### src/rtl/vli_pkg.sv
package vli_pkg;

    typedef enum logic [2:0] {
        ST_FETCH  = 3'd0,
        ST_SCALAR = 3'd1,
        ST_HORIZ  = 3'd2,
        ST_VERT   = 3'd3,
        ST_STEP   = 3'd4,
        ST_ADV    = 3'd5
    } vli_state_e;

    localparam int CTX_W      = 24;
    localparam int INSN_W     = 32;
    localparam int STEP_W     = 4;
    localparam logic [5:0] PFX_MAJOR = 6'd1;

endpackage

### src/rtl/vli_prefix_decode.sv
module vli_prefix_decode
    import vli_pkg::*;
(
    input  logic [INSN_W-1:0] word,
    output logic              is_pfx,
    output logic [CTX_W-1:0]  ctx
);

    // major opcode in the top six bits, two marker bits must both be set
    always_comb begin
        is_pfx = (word[31:26] == PFX_MAJOR) && word[25] && word[22];
        ctx    = {word[24:23], word[21:0]};
    end

endmodule

### src/rtl/vli_vl_reg.sv
module vli_vl_reg #(
    parameter int VL_MAX = 64,
    parameter int VLW    = $clog2(VL_MAX + 1)
) (
    input  logic           clk,
    input  logic           rst_n,
    input  logic           we,
    input  logic [VLW-1:0] wdata,
    output logic [VLW-1:0] vl
);

    localparam logic [VLW-1:0] VL_CAP = VLW'(VL_MAX);

    always_ff @(posedge clk) begin
        if (!rst_n) begin
            vl <= '0;
        end else if (we) begin
            vl <= (wdata > VL_CAP) ? VL_CAP : wdata;
        end
    end

    assert_vl_hold_R8: assert property (@(posedge clk) disable iff (!rst_n)
        !we |=> $stable(vl));

    assert_vl_cap_R8: assert property (@(posedge clk) disable iff (!rst_n)
        vl <= VL_CAP);

endmodule

### src/rtl/vec_loop_issuer.sv
module vec_loop_issuer
    import vli_pkg::*;
#(
    parameter int VL_MAX = 64,
    parameter int VLW    = $clog2(VL_MAX + 1),
    parameter int IW     = $clog2(VL_MAX)
) (
    input  logic              clk,
    input  logic              rst_n,
    input  logic              in_valid,
    output logic              in_ready,
    input  logic [31:0]       in_hi,
    input  logic [31:0]       in_lo,
    input  logic              vf_mode,
    input  logic              vl_we,
    input  logic [VLW-1:0]    vl_wdata,
    input  logic              step_req,
    output logic              uop_valid,
    input  logic              uop_ready,
    output logic [31:0]       uop_insn,
    output logic [23:0]       uop_ctx,
    output logic [IW-1:0]     uop_elem,
    output logic              uop_scalar,
    output logic              pc_adv,
    output logic [3:0]        pc_step
);

    vli_state_e          state_q, state_d;
    logic [VLW-1:0]      vl;
    logic                dec_pfx;
    logic [CTX_W-1:0]    dec_ctx;
    logic [INSN_W-1:0]   insn_q;
    logic [CTX_W-1:0]    ctx_q;
    logic                pfx_q;
    logic [IW-1:0]       elem_q;
    logic [IW-1:0]       vf_idx_q;
    logic [VLW-1:0]      elem_nx;
    logic [VLW-1:0]      vf_nx;
    logic                elem_last;
    logic                accept;

    vli_prefix_decode u_dec (
        .word   (in_hi),
        .is_pfx (dec_pfx),
        .ctx    (dec_ctx)
    );

    vli_vl_reg #(.VL_MAX(VL_MAX), .VLW(VLW)) u_vl (
        .clk   (clk),
        .rst_n (rst_n),
        .we    (vl_we),
        .wdata (vl_wdata),
        .vl    (vl)
    );

    assign accept    = in_valid && (state_q == ST_FETCH);
    assign elem_nx   = VLW'(elem_q) + VLW'(1);
    assign vf_nx     = VLW'(vf_idx_q) + VLW'(1);
    assign elem_last = (elem_nx >= vl);

    // next-state selection
    always_comb begin
        state_d = state_q;
        unique case (state_q)
            ST_FETCH: begin
                if (in_valid) begin
                    if (!dec_pfx)         state_d = ST_SCALAR;
                    else if (vl == '0)    state_d = ST_ADV;
                    else if (vf_mode)     state_d = ST_VERT;
                    else                  state_d = ST_HORIZ;
                end
            end
            ST_SCALAR: if (uop_ready) state_d = ST_ADV;
            ST_HORIZ:  if (uop_ready && elem_last) state_d = ST_ADV;
            ST_VERT:   if (uop_ready) state_d = ST_STEP;
            ST_STEP:   if (step_req) state_d = ST_ADV;
            ST_ADV:    state_d = ST_FETCH;
            default:   state_d = ST_FETCH;
        endcase
    end

    // state register
    always_ff @(posedge clk) begin
        if (!rst_n) state_q <= ST_FETCH;
        else        state_q <= state_d;
    end

    // captured instruction and element counters
    always_ff @(posedge clk) begin
        if (!rst_n) begin
            insn_q   <= '0;
            ctx_q    <= '0;
            pfx_q    <= 1'b0;
            elem_q   <= '0;
            vf_idx_q <= '0;
        end else begin
            if (accept) begin
                insn_q <= dec_pfx ? in_lo : in_hi;
                ctx_q  <= dec_pfx ? dec_ctx : '0;
                pfx_q  <= dec_pfx;
                elem_q <= '0;
                if (dec_pfx && vf_mode && (vl != '0) && (VLW'(vf_idx_q) >= vl))
                    vf_idx_q <= '0;
            end
            if (state_q == ST_HORIZ && uop_ready && !elem_last)
                elem_q <= elem_q + IW'(1);
            if (state_q == ST_STEP && step_req)
                vf_idx_q <= (vf_nx >= vl) ? '0 : IW'(vf_nx);
        end
    end

    // outputs
    always_comb begin
        in_ready   = 1'b0;
        uop_valid  = 1'b0;
        uop_elem   = '0;
        uop_scalar = 1'b0;
        pc_adv     = 1'b0;
        pc_step    = '0;
        uop_insn   = insn_q;
        uop_ctx    = ctx_q;
        unique case (state_q)
            ST_FETCH:  in_ready = 1'b1;
            ST_SCALAR: begin
                uop_valid  = 1'b1;
                uop_scalar = 1'b1;
            end
            ST_HORIZ: begin
                uop_valid = 1'b1;
                uop_elem  = elem_q;
            end
            ST_VERT: begin
                uop_valid = 1'b1;
                uop_elem  = vf_idx_q;
            end
            ST_STEP: ;
            ST_ADV: begin
                pc_adv  = 1'b1;
                pc_step = pfx_q ? 4'd8 : 4'd4;
            end
            default: ;
        endcase
    end

    // checks next to the logic they guard
    assert_uop_hold_R9: assert property (@(posedge clk) disable iff (!rst_n)
        (uop_valid && !uop_ready) |=> (uop_valid && $stable(uop_elem)
            && $stable(uop_insn) && $stable(uop_ctx) && $stable(uop_scalar)));

    assert_elem_order_R4: assert property (@(posedge clk) disable iff (!rst_n)
        (uop_valid && uop_ready && !uop_scalar && !pc_adv && state_q == ST_HORIZ
            && state_d == ST_HORIZ) |=> (uop_elem == $past(uop_elem) + IW'(1)));

    assert_scalar_elem_R2: assert property (@(posedge clk) disable iff (!rst_n)
        uop_scalar |-> (uop_valid && uop_elem == '0 && uop_ctx == '0));

    assert_pc_step_R10: assert property (@(posedge clk) disable iff (!rst_n)
        pc_adv |-> ((pc_step == 4'd4 || pc_step == 4'd8) && !uop_valid && !in_ready));

    assert_fetch_after_adv_R10: assert property (@(posedge clk) disable iff (!rst_n)
        pc_adv |=> (in_ready && !pc_adv));

    assert_step_gate_R6: assert property (@(posedge clk) disable iff (!rst_n)
        (state_q == ST_STEP && !step_req) |=> !pc_adv);

endmodule

### config.mk
export PLATFORM = sky130hd
export DESIGN_NAME = vec_loop_issuer
export DESIGN_NICKNAME = d
export VERILOG_FILES = /design/src/rtl/vli_pkg.sv /design/src/rtl/vli_prefix_decode.sv /design/src/rtl/vli_vl_reg.sv /design/src/rtl/vec_loop_issuer.sv
export SDC_FILE = /design/constraint.sdc
export NUM_CORES = 1
export LEC_CHECK = 0
export BUFFER_PORTS_ARGS = -buffer_cell sky130_fd_sc_hd__buf_2
export CORE_UTILIZATION = 35
export DETAILED_ROUTE_END_ITERATION = 16
export PLACE_DENSITY_LB_ADDON = 0.12
export SLEW_MARGIN = 5
export SYNTH_ARGS = -nofsm -noshare
export SYNTH_HDL_FRONTEND = slang
export SYNTH_SLANG_ARGS = --single-unit
### constraint.sdc
create_clock -name clk -period 3.3 [get_ports clk]
set_input_delay 0.165 -clock clk [delete_from_list [all_inputs] [get_ports clk]]
set_output_delay 0.165 -clock clk [all_outputs]
set_load 0.01 [all_outputs]
# Word level (Yosys, flattened, before mapping)
# Cells that the tools add are included.
# W data, S select, Z words.
[totals] ff_bits=79 in_bits=78 output_inout_bits=70 elab_cells=70
[classes] n_addsub=3 magnitude_cmp=4 eq_ne=11 n_mux=25 n_reduce_logical=20
[ops] operator="$mux W6" n=6
[ops] operator="$mux W32" n=1
[ops] operator="$mux W24" n=1
[ops] operator="$mux W3" n=7
[ops] operator="$pmux W3 S5" n=1
[ops] operator="$add A6 B1 Y7 const B" n=2
[ops] operator="$ge A7 B7 Y1" n=2
[ops] operator="$pmux W6 S2" n=1
[ops] operator="$logic_and A1 B1 Y1" n=10
[ops] operator="$ne A2 B2 Y1 const B" n=5
[ops] operator="$mux W4" n=2
[ops] operator="$ge A6 B7 Y1" n=1
[ops] operator="$gt A7 B7 Y1 const B" n=1
[ops] operator="$logic_not A7 Y1" n=1
[ops] operator="$mux W7" n=1
[ops] operator="$reduce_bool A7 Y1" n=1
[ops] operator="$add A6 B1 Y6 const B" n=1
[ops] operator="$eq A3 B2 Y1 const B" n=2
[ops] operator="$eq A3 B3 Y1 const B" n=2
[ops] operator="$eq A6 B1 Y1 const B" n=1
[ops] operator="$reduce_bool A2 Y1" n=3
[ops] operator="$mux W1" n=5
[ops] operator="$reduce_and A5 Y1" n=1
[ops] operator="$eq A3 B1 Y1 const B" n=1
[ops] operator="other kinds (4)" n=4

# Longest topological paths before layout
# Gate-level depths: netlist of the first run.
[depth] depth_word=9 mapped_depth=11 depth_no_buf=10

# Modules after synthesis
# Synthesis of the first run repeated with hierarchy kept, for this count alone.
[unflattened] cells_unflattened=471 hier_area_um2=4264.1
[by_module_without_submodules] module="vec_loop_issuer" instances=1 cells_per_inst=416 area_each_um2=3769.9 seq_area_each_um2=1441.4
[by_module_without_submodules] module="vli_vl_reg" instances=1 cells_per_inst=28 area_each_um2=287.8 seq_area_each_um2=140.1
[by_module_without_submodules] module="vli_prefix_decode" instances=1 cells_per_inst=27 area_each_um2=206.4 seq_area_each_um2=0.0

# Worst setup path before layout of the first run
# OpenSTA, ideal clock, no wires.
[synth_path] path_type="reg-to-reg" startpoint="register elem_q[0]" endpoint="register elem_q[1]" setup_ps=115 arrival_time_ps=2207 required_ps=3185 setup_slack_ps=979 path_stages_with_launch=11 n_path_buf=1 period_less_slack_ps=2321 path_cell_list="dfxtp_1 -> nand3_1 -> nor2_1 -> xor2_1 -> ha_1 -> a21o_1 -> a2111oi_2 -> o31ai_1 -> buf_2 -> and3_1 -> o21a_1"
[synth_between] elab_chain_cells=5 elab_cells_between_ends=7 classes_between="add/sub: 2; order compare: 1; mux: 1; reduce/logical: 3"
[synth_rtl] element="start, declared" line_no="vec_loop_issuer.sv:35" source="logic [IW-1:0] elem_q;"
[synth_rtl] element="start signal, assigned" line_no="vec_loop_issuer.sv:106" source="elem_q <= elem_q + IW'(1);"
[synth_rtl] element="$add A6 B1 Y7" line_no="vec_loop_issuer.sv:57" source="assign elem_nx = VLW'(elem_q) + VLW'(1);"
[synth_rtl] element="$ge A7 B7 Y1" line_no="vec_loop_issuer.sv:59" source="assign elem_last = (elem_nx >= vl);"
[synth_rtl] element="$logic_not A1 Y1" line_no="vec_loop_issuer.sv:105" source="if (state_q == ST_HORIZ && uop_ready && !elem_last)"
[synth_rtl] element="$logic_and A1 B1 Y1" line_no="vec_loop_issuer.sv:105"
[synth_rtl] element="$mux W6 / $reduce_bool A2 Y1 (equally long branches)"
# Parallel ways exist; a longest one is shown, timed or not.
# A chain may end at the register's enable or synchronous reset.

# Worst setup path in the final report of the first run
[layout_path] startpoint="register vf_idx_q[1]" endpoint="register vf_idx_q[0]"
[layout_between] elab_chain_cells=4 elab_cells_between_ends=8 classes_between="add/sub: 1; order compare: 2; mux: 2; reduce/logical: 3"
[layout_rtl] element="start, declared" line_no="vec_loop_issuer.sv:36" source="logic [IW-1:0] vf_idx_q;"
[layout_rtl] element="start signal, assigned" line_no="vec_loop_issuer.sv:108" source="vf_idx_q <= (vf_nx >= vl) ? '0 : IW'(vf_nx);"
[layout_rtl] element="$add A6 B1 Y7 / $ge A6 B7 Y1 (equally long branches)" line_no="vec_loop_issuer.sv:58, vec_loop_issuer.sv:102"
[layout_rtl] element="$ge A7 B7 Y1 / $logic_and A1 B1 Y1 (equally long branches)" line_no="vec_loop_issuer.sv:108, vec_loop_issuer.sv:102"
[layout_rtl] element="$mux W6 / $reduce_bool A2 Y1 (equally long branches)"
[layout_rtl] element="$mux W6 / $reduce_and A2 Y1 (equally long branches)"
# Parallel ways exist; a longest one is shown, timed or not.

==> impl_metrics.py, run 1 <==
metrics = {
    "run_status": {
        "status": "finished with violations",
        "violations": "design-rule violations",
    },
    "clock_tree": {
        "holdBufCountCts": 0,
        "cts_tree": "done",
        "h-tree-depth": 3,
        "cts_setup_buffers": 0,
        "cts.path.max_buffers": 2,
        "cts.sinks": 79,
        "post_cts_resized": 0,
        "cts-buffers-inserted": 9,
        "root_buffer": "clkbuf_16",
        "clk_pin_slew_ps": 50,
        "clkLatencyLatePin_ps": 340,
    },
    "power_and_ir_drop": {
        "power.total_mw": 2.81,
        "p_leak_nw": 2.64,
        "ir_drop_uv": 322,
        "cell_internal_pwr_mw": 1.90,
        "netSwitchingPower_mw": 0.910,
        "switching_share_pct": 32.4,
        "comb_power_share_pct": 26.8,
        "p_per_area_mw_per_mm2": 537,
        "clkPwrFrac_pct": 31.4,
        "seqPwrFrac_pct": 41.7,
    },
    "place": {
        "place_congestion": 0.866,
        "io_buffers": 145,
        "dp_hpwl_microns": 8290,
    },
    "yosys": {
        "synth_cell_type_count": 50,
        "synthCells": 501,
        "synth.area.top_cells": "dfxtp_1 (38%), nand2_1 (9.6%), nand3_1 (6.9%), ha_1 (6.6%), o211a_1 (6.0%)",
        "synth_most_common_cell": "nand2_1",
        "yosysWarningCount": 0,
        "synth_edf_count": 0,
        "yosysTopAreaCellShare_pct": 37.7,
        "ys_seq_elements": 79,
        "avgSynthCellArea_sq_um": 8.37,
        "synth_flop_cell": "dfxtp_1",
        "synth_top_cell_by_area": "dfxtp_1",
        "synthArstFlopShare_pct": 0,
        "synth_seq_area_share_pct": 37.7,
        "ys_top_cells_by_count": "nand2_1 (107), dfxtp_1 (79), nand3_1 (58)",
        "syn_area_sq_mm": 0.00419,
    },
    "routing": {
        "vias": 3967,
        "firstDrtPassIters": 10,
        "vias_per_cell": 5.13,
        "drcViolationCount": 5,
        "wl_microns": 11300,
        "ant_nets": 0,
        "detail_route.wl_per_cell_microns": 14.6,
        "drt_iter0_drc": 150,
    },
    "setup_path": {
        "cp_max_fo": 5,
        "regToRegSetupSlack_ps": 730,
        "cp_data_arrival_time_ps": 2790,
        "cp-end-kind": "flop",
        "critPathRequiredTime_ps": 3520,
        "regToRegEndpoint": "vf_idx_q[0]",
        "start_kind": "flop",
        "r2r-start": "vf_idx_q[1]",
        "ff2ff_path_depth": 9,
        "worstSetupPathType": "reg2reg",
    },
    "die": {
        "start_util_pct": 36.3,
        "pin_count": 148,
        "die_w_microns": 111,
        "num_rows": 39,
        "fp.dieH_microns": 111,
        "die-area_sq_mm": 0.0124,
        "coreArea_sq_mm": 0.0116,
    },
    "sta": {
        "hold_viol": 0,
        "relSlewSlack_pct": 52.7,
        "period_needed_ps": 2570,
        "fin_tns_setup_ps": 0,
        "fin_crit_sh_pct": 77.8,
        "slew_violations": 0,
        "clock_skew_ps": 5.98,
        "max_freq_mhz": 389,
        "rsz0062_at_grt": "false",
        "setup_viol": 0,
        "tightest_slew_ps": 710,
    },
    "min_path": {
        "hold_start": "in_hi[13]",
        "holdPathStages": 3,
        "whs_endpoint": "uop_ctx[13]",
        "min_path_type": "in2reg",
    },
    "cells_and_area": {
        "drive_gt1_share_pct": 28.8,
        "area_growth_pct": 24.7,
        "layout.nets": 729,
        "diodes": 0,
    },
    "grt": {
        "grt_pass1_wl_microns": 19000,
        "antenna_found_initial": 0,
        "track_usage_pct": 19.1,
        "grt_pass1_vias": 3834,
        "grt-ovfl-total": 0,
        "grt_max_degree": 76,
    },
    "flow_run": {
        "drv_cap": 0,
    },
}
[worst max-delay path: stages, from the launching register on]
cell and delay (ps):
dfxtp_1 410, ha_1 220, nand3_1 120, or2_2 320, nand2_1 80, ha_1 120, o2111ai_1 110, o31ai_1 540
clkinv_1 230, mux2_2 310
[routing by layer]
| layer | global-route usage [%] | vias up | share of wire [%] |
|---|---|---|---|
| met5 | 0 | - | 0 |
| met4 | 6.31 | 0 | 1.3 |
| met3 | 6.37 | 13 | 7.3 |
| met2 | 30.3 | 118 | 46 |
| met1 | 24.3 | 1826 | 46 |
| li1 | - | 2010 | - |
[registers in the layout, indices dropped and copies added, names as in the netlist]
register  cells
elem_q        6
pfx_q         1
state_q       3
u_vl.vl       7
uop_ctx      24
uop_insn     32
vf_idx_q      6
[layout make-up]
cell class | count | area [sq um]
Sequential cell | 79 | 1580
Multi-Input combinational cell | 376 | 2390
Tap cell | 143 | 179
Fill cell | 1172 | 6340
Timing Repair Buffer | 153 | 786
Inverter | 10 | 37.5
Clock buffer | 12 | 246
Clock inverter | 1 | 7.51
[worst max-delay path by stage]
stage,startpoint,slack [ps],endpoint,cells after the start
3_3_place_gp,elem_q[0],860,elem_q[0],10
6_report,vf_idx_q[1],730,vf_idx_q[0],9
4_1_cts,vf_idx_q[1],770,vf_idx_q[0],9
3_5_place_dp,elem_q[0],780,elem_q[0],10
2_1_floorplan,elem_q[0],980,elem_q[1],10
5_1_grt,vf_idx_q[1],580,vf_idx_q[0],9
[kinds of logic after synthesis]
family	count (synthesis)	synth area share (%)
buffers and inverters	47	5.43
other	1	0.0894
flip-flops	79	37.7
AO/OA/AOI/OAI	116	21.7
XOR/XNOR	3	0.627
AND/OR/NAND/NOR	224	25.7
adder cells (fa/ha/maj)	22	6.57
multiplexers	9	2.18
[layout by cell type, fill, tap and decap left out, types with 8 or more instances in the layout]
| master | synthesis | routed |
|---|---|---|
| nand2_1 | 107 | 107 |
| clkbuf_16 | 0 | 9 |
| nand3_1 | 58 | 58 |
| dfxtp_1 | 79 | 79 |
| a21boi_1 | 24 | 24 |
| ha_1 | 22 | 22 |
| mux2i_1 | 8 | 8 |
| a21oi_1 | 18 | 18 |
| buf_2 | 11 | 145 |
| inv_1 | 9 | 9 |
| nor2_1 | 17 | 17 |
| o211a_1 | 25 | 25 |
| nand2b_1 | 9 | 9 |
| buf_4 | 4 | 8 |
[power by group through the flow]
stage	sequential (mW)	clock (mW)	combinational [mW]
finish	1.17	0.883	0.754
floorplan	1.20	0	0.475
detailed placement	1.19	0	0.759
global route	1.19	0.954	0.839
CTS	1.17	0.910	0.760
global placement	1.19	0	0.753
[metrics by stage]
| stage | worst slack [ps] | util (%) | area (sq um) | hold WS [ps] | std cells |
|---|---|---|---|---|---|
| after global routing | 583 | 45.2 | 5230 | 92.3 | 774 |
| after detailed placement | 782 | 43.0 | 4970 | 439 | 761 |
| after global placement | 861 | 43.0 | 4970 | 435 | 761 |
| final | 731 | 45.2 | 5230 | 91.8 | 774 |
| after CTS | 771 | 45.2 | 5230 | 80.4 | 774 |
| after floorplan | 979 | - | 4200 | 316 | 502 |
(Power assumes the default switching activity.)
==> run 2: changes to the inputs <==
Clock period 3.3 ns to 2.1 ns, I/O delays scaled along.
==> run 2 against run 1 <==
  * The flow finishes with violations (design-rule violations, negative setup slack)
  * Sequential power is 54% higher
  * Wire length increased by 11%
  * Maximum frequency is 10% higher
  * Global-route usage grew 1.6 points
  * First-iteration DRC count decreased by 3.3%
  * Die area is the same
  * Hold slack worse by 64 ps
  * Clock skew fell by 1.5 ps
  * Largest cell class unchanged
==> impl_metrics.py, run 2 (synthesis gave the netlist of run 1 again) <==
metrics = {
    "routing": {
        "detail_route.wl_per_cell_microns": 15.2,
        "wl_microns": 12600,
        "drcViolationCount": 10,
        "vias_per_cell": 5.13,
        "drt_iter0_drc": 145,
        "vias": 4234,
        "firstDrtPassIters": 11,
        "ant_nets": 0,
    },
    "setup_path": {
        "worstSetupPathType": "reg2reg",
        "r2r-start": "elem_q[0]",
        "cp-end-kind": "flop",
        "regToRegSetupSlack_ps": -240,
        "cp_max_fo": 5,
        "regToRegEndpoint": "elem_q[0]",
        "start_kind": "flop",
        "crit_path_top_delay_cell": "dfxtp_4",
        "cp_data_arrival_time_ps": 2560,
        "critPathRequiredTime_ps": 2330,
        "cpPeakStageDelay_ps": 380,
        "crit_chain": "nand3_4 > nor2_4 > xor2_2 > ha_1 > a21o_1 > a2111oi_4 > buf_4 > o31ai_4 > and3_1 > o21a_1",
        "ff2ff_path_depth": 10,
    },
    "cells_and_area": {
        "largest_reg_flops": 32,
        "fillerInstances": 1131,
        "layout_commonest_cell": "buf_2",
        "utilization_pct": 51.7,
        "layout.nets": 779,
        "mostFrequentLayoutCells": "buf_2 (145), nand2_1 (102), dfxtp_1 (71), buf_4 (56), nand3_1 (52)",
        "layout.cells.non_filler": 826,
        "area_growth_pct": 42.5,
        "diodes": 0,
        "drive_gt1_share_pct": 40.3,
    },
    "grt": {
        "antenna_found_initial": 0,
        "grt-ovfl-total": 0,
        "track_usage_pct": 20.7,
        "grt_pass1_vias": 4261,
        "grt_max_degree": 56,
        "grt_pass1_wl_microns": 20500,
    },
    "clock_tree": {
        "cts.sinks": 79,
        "root_buffer": "clkbuf_16",
        "h-tree-depth": 3,
        "cts-buffers-inserted": 9,
        "clk_pin_slew_ps": 60,
        "cts_tree": "done",
        "clkLatencyLatePin_ps": 340,
        "cts.path.max_buffers": 2,
    },
    "sta": {
        "setup_slack_ps": -235,
        "relSlewSlack_pct": 55.5,
        "setup_viol": 14,
        "hold_viol": 0,
        "fin_crit_sh_pct": 111,
        "period_needed_ps": 2340,
        "tightest_slew_ps": 667,
        "clock_skew_ps": 4.51,
        "slew_violations": 0,
        "fin_tns_setup_ps": -1830,
        "max_freq_mhz": 428,
        "rsz0062_at_grt": "true",
    },
    "place": {
        "io_buffers": 145,
        "place_congestion": 0.832,
        "pre_cts_ws_ps": -558,
        "dp_hpwl_microns": 8860,
        "place_inst": 795,
    },
    "run_status": {
        "status": "finished with violations",
        "violations": "design-rule violations, negative setup slack",
    },
    "min_path": {
        "min_path_type": "in2reg",
        "hold_start": "in_hi[21]",
        "holdPathStages": 3,
        "whs_endpoint": "uop_ctx[21]",
    },
    "die": {
        "pin_count": 148,
        "coreArea_sq_mm": 0.0116,
        "fp.dieH_microns": 111,
        "die_w_microns": 111,
        "start_util_pct": 36.3,
        "num_rows": 39,
        "die-area_sq_mm": 0.0124,
    },
    "power_and_ir_drop": {
        "power.total_mw": 4.65,
        "ir_drop_uv": 661,
        "p_per_area_mw_per_mm2": 778,
        "p_leak_nw": 2.94,
    },
    "flow_run": {
        "drv_cap": 0,
    },
}
run 2: cell count changes in the layout (fill, tap and decap cells not counted), moves of 4 or more:
| cell | change |
|---|---|
| dfxtp_1 | -8 |
| ha_4 | +5 |
| nand2_1 | -5 |
| nand2_2 | +5 |
| nor2_1 | -4 |
| dfxtp_4 | +6 |
| a2111oi_4 | +4 |
| ha_1 | -5 |
| nand3_1 | -6 |
| buf_4 | +48 |
run 2: power by group:
part | total, mW | switching [mW] | internal, mW
Clock | 1.53 | 0.622 | 0.911
Combinational | 1.31 | 0.767 | 0.543
Sequential | 1.80 | 0.127 | 1.68
Total | 4.65 | 1.52 | 3.13
run 2: per-stage QoR:
| step | hold WS (ps) | cell area, sq um |
|---|---|---|
| 6_report | 27.4 | 5970 |
| 3_5_place_dp | 382 | 5260 |
| 4_1_cts | 8.98 | 5900 |
| 2_1_floorplan | 256 | 4210 |
| 3_3_place_gp | 379 | 5260 |
| 5_1_grt | 13.9 | 5970 |
run 2: worst max-delay path by stage:
| stage | start | endpoint | cells after the start |
|---|---|---|---|
| 5_1_grt | elem_q[1] | elem_q[0] | 10 |
| 3_5_place_dp | elem_q[1] | elem_q[2] | 10 |
| 6_report | elem_q[0] | elem_q[0] | 10 |
| 2_1_floorplan | elem_q[0] | elem_q[1] | 10 |
| 3_3_place_gp | elem_q[0] | elem_q[1] | 10 |
| 4_1_cts | elem_q[0] | elem_q[0] | 9 |
run 2: per-layer routing:
layer  vias to the layer above  track usage [%]  routed length (microns)
met3                        14             6.91                      722
met5                         -                0                        0
li1                       2114                -                        -
met1                      1995             24.4                     5520
met4                         0             6.58                      173
met2                       111             35.4                     6150
run 2: critical path: cells and delay by family (launching register included):
family,cells,cell delay [ps]
AO/OA/AOI/OAI,4,870
XOR/XNOR,1,150
adder cells (fa/ha/maj),1,260
buffers and inverters,1,190
flip-flops,1,380
AND/OR/NAND/NOR,3,370
run 2: what timing repair did:
action / 4_1_cts / 5_1_grt
hold buffers: 0 / 0
setup endpoints to repair: 15 / 15
cloned: 0 / 1
resized for setup: 56 / 9
buffers inserted: 13 / 2
pin swaps: 12 / 8
run 2: cell type report:
cell class	instances	area (sq um)	area share (%)
Clock inverter	6	62.6	1.05
Multi-Input combinational cell	377	2690	45.1
Inverter	10	42.5	0.712
Sequential cell	79	1610	26.9
Clock buffer	9	225	3.77
Timing Repair Buffer	202	1170	19.5
Tap cell	143	179	2.99
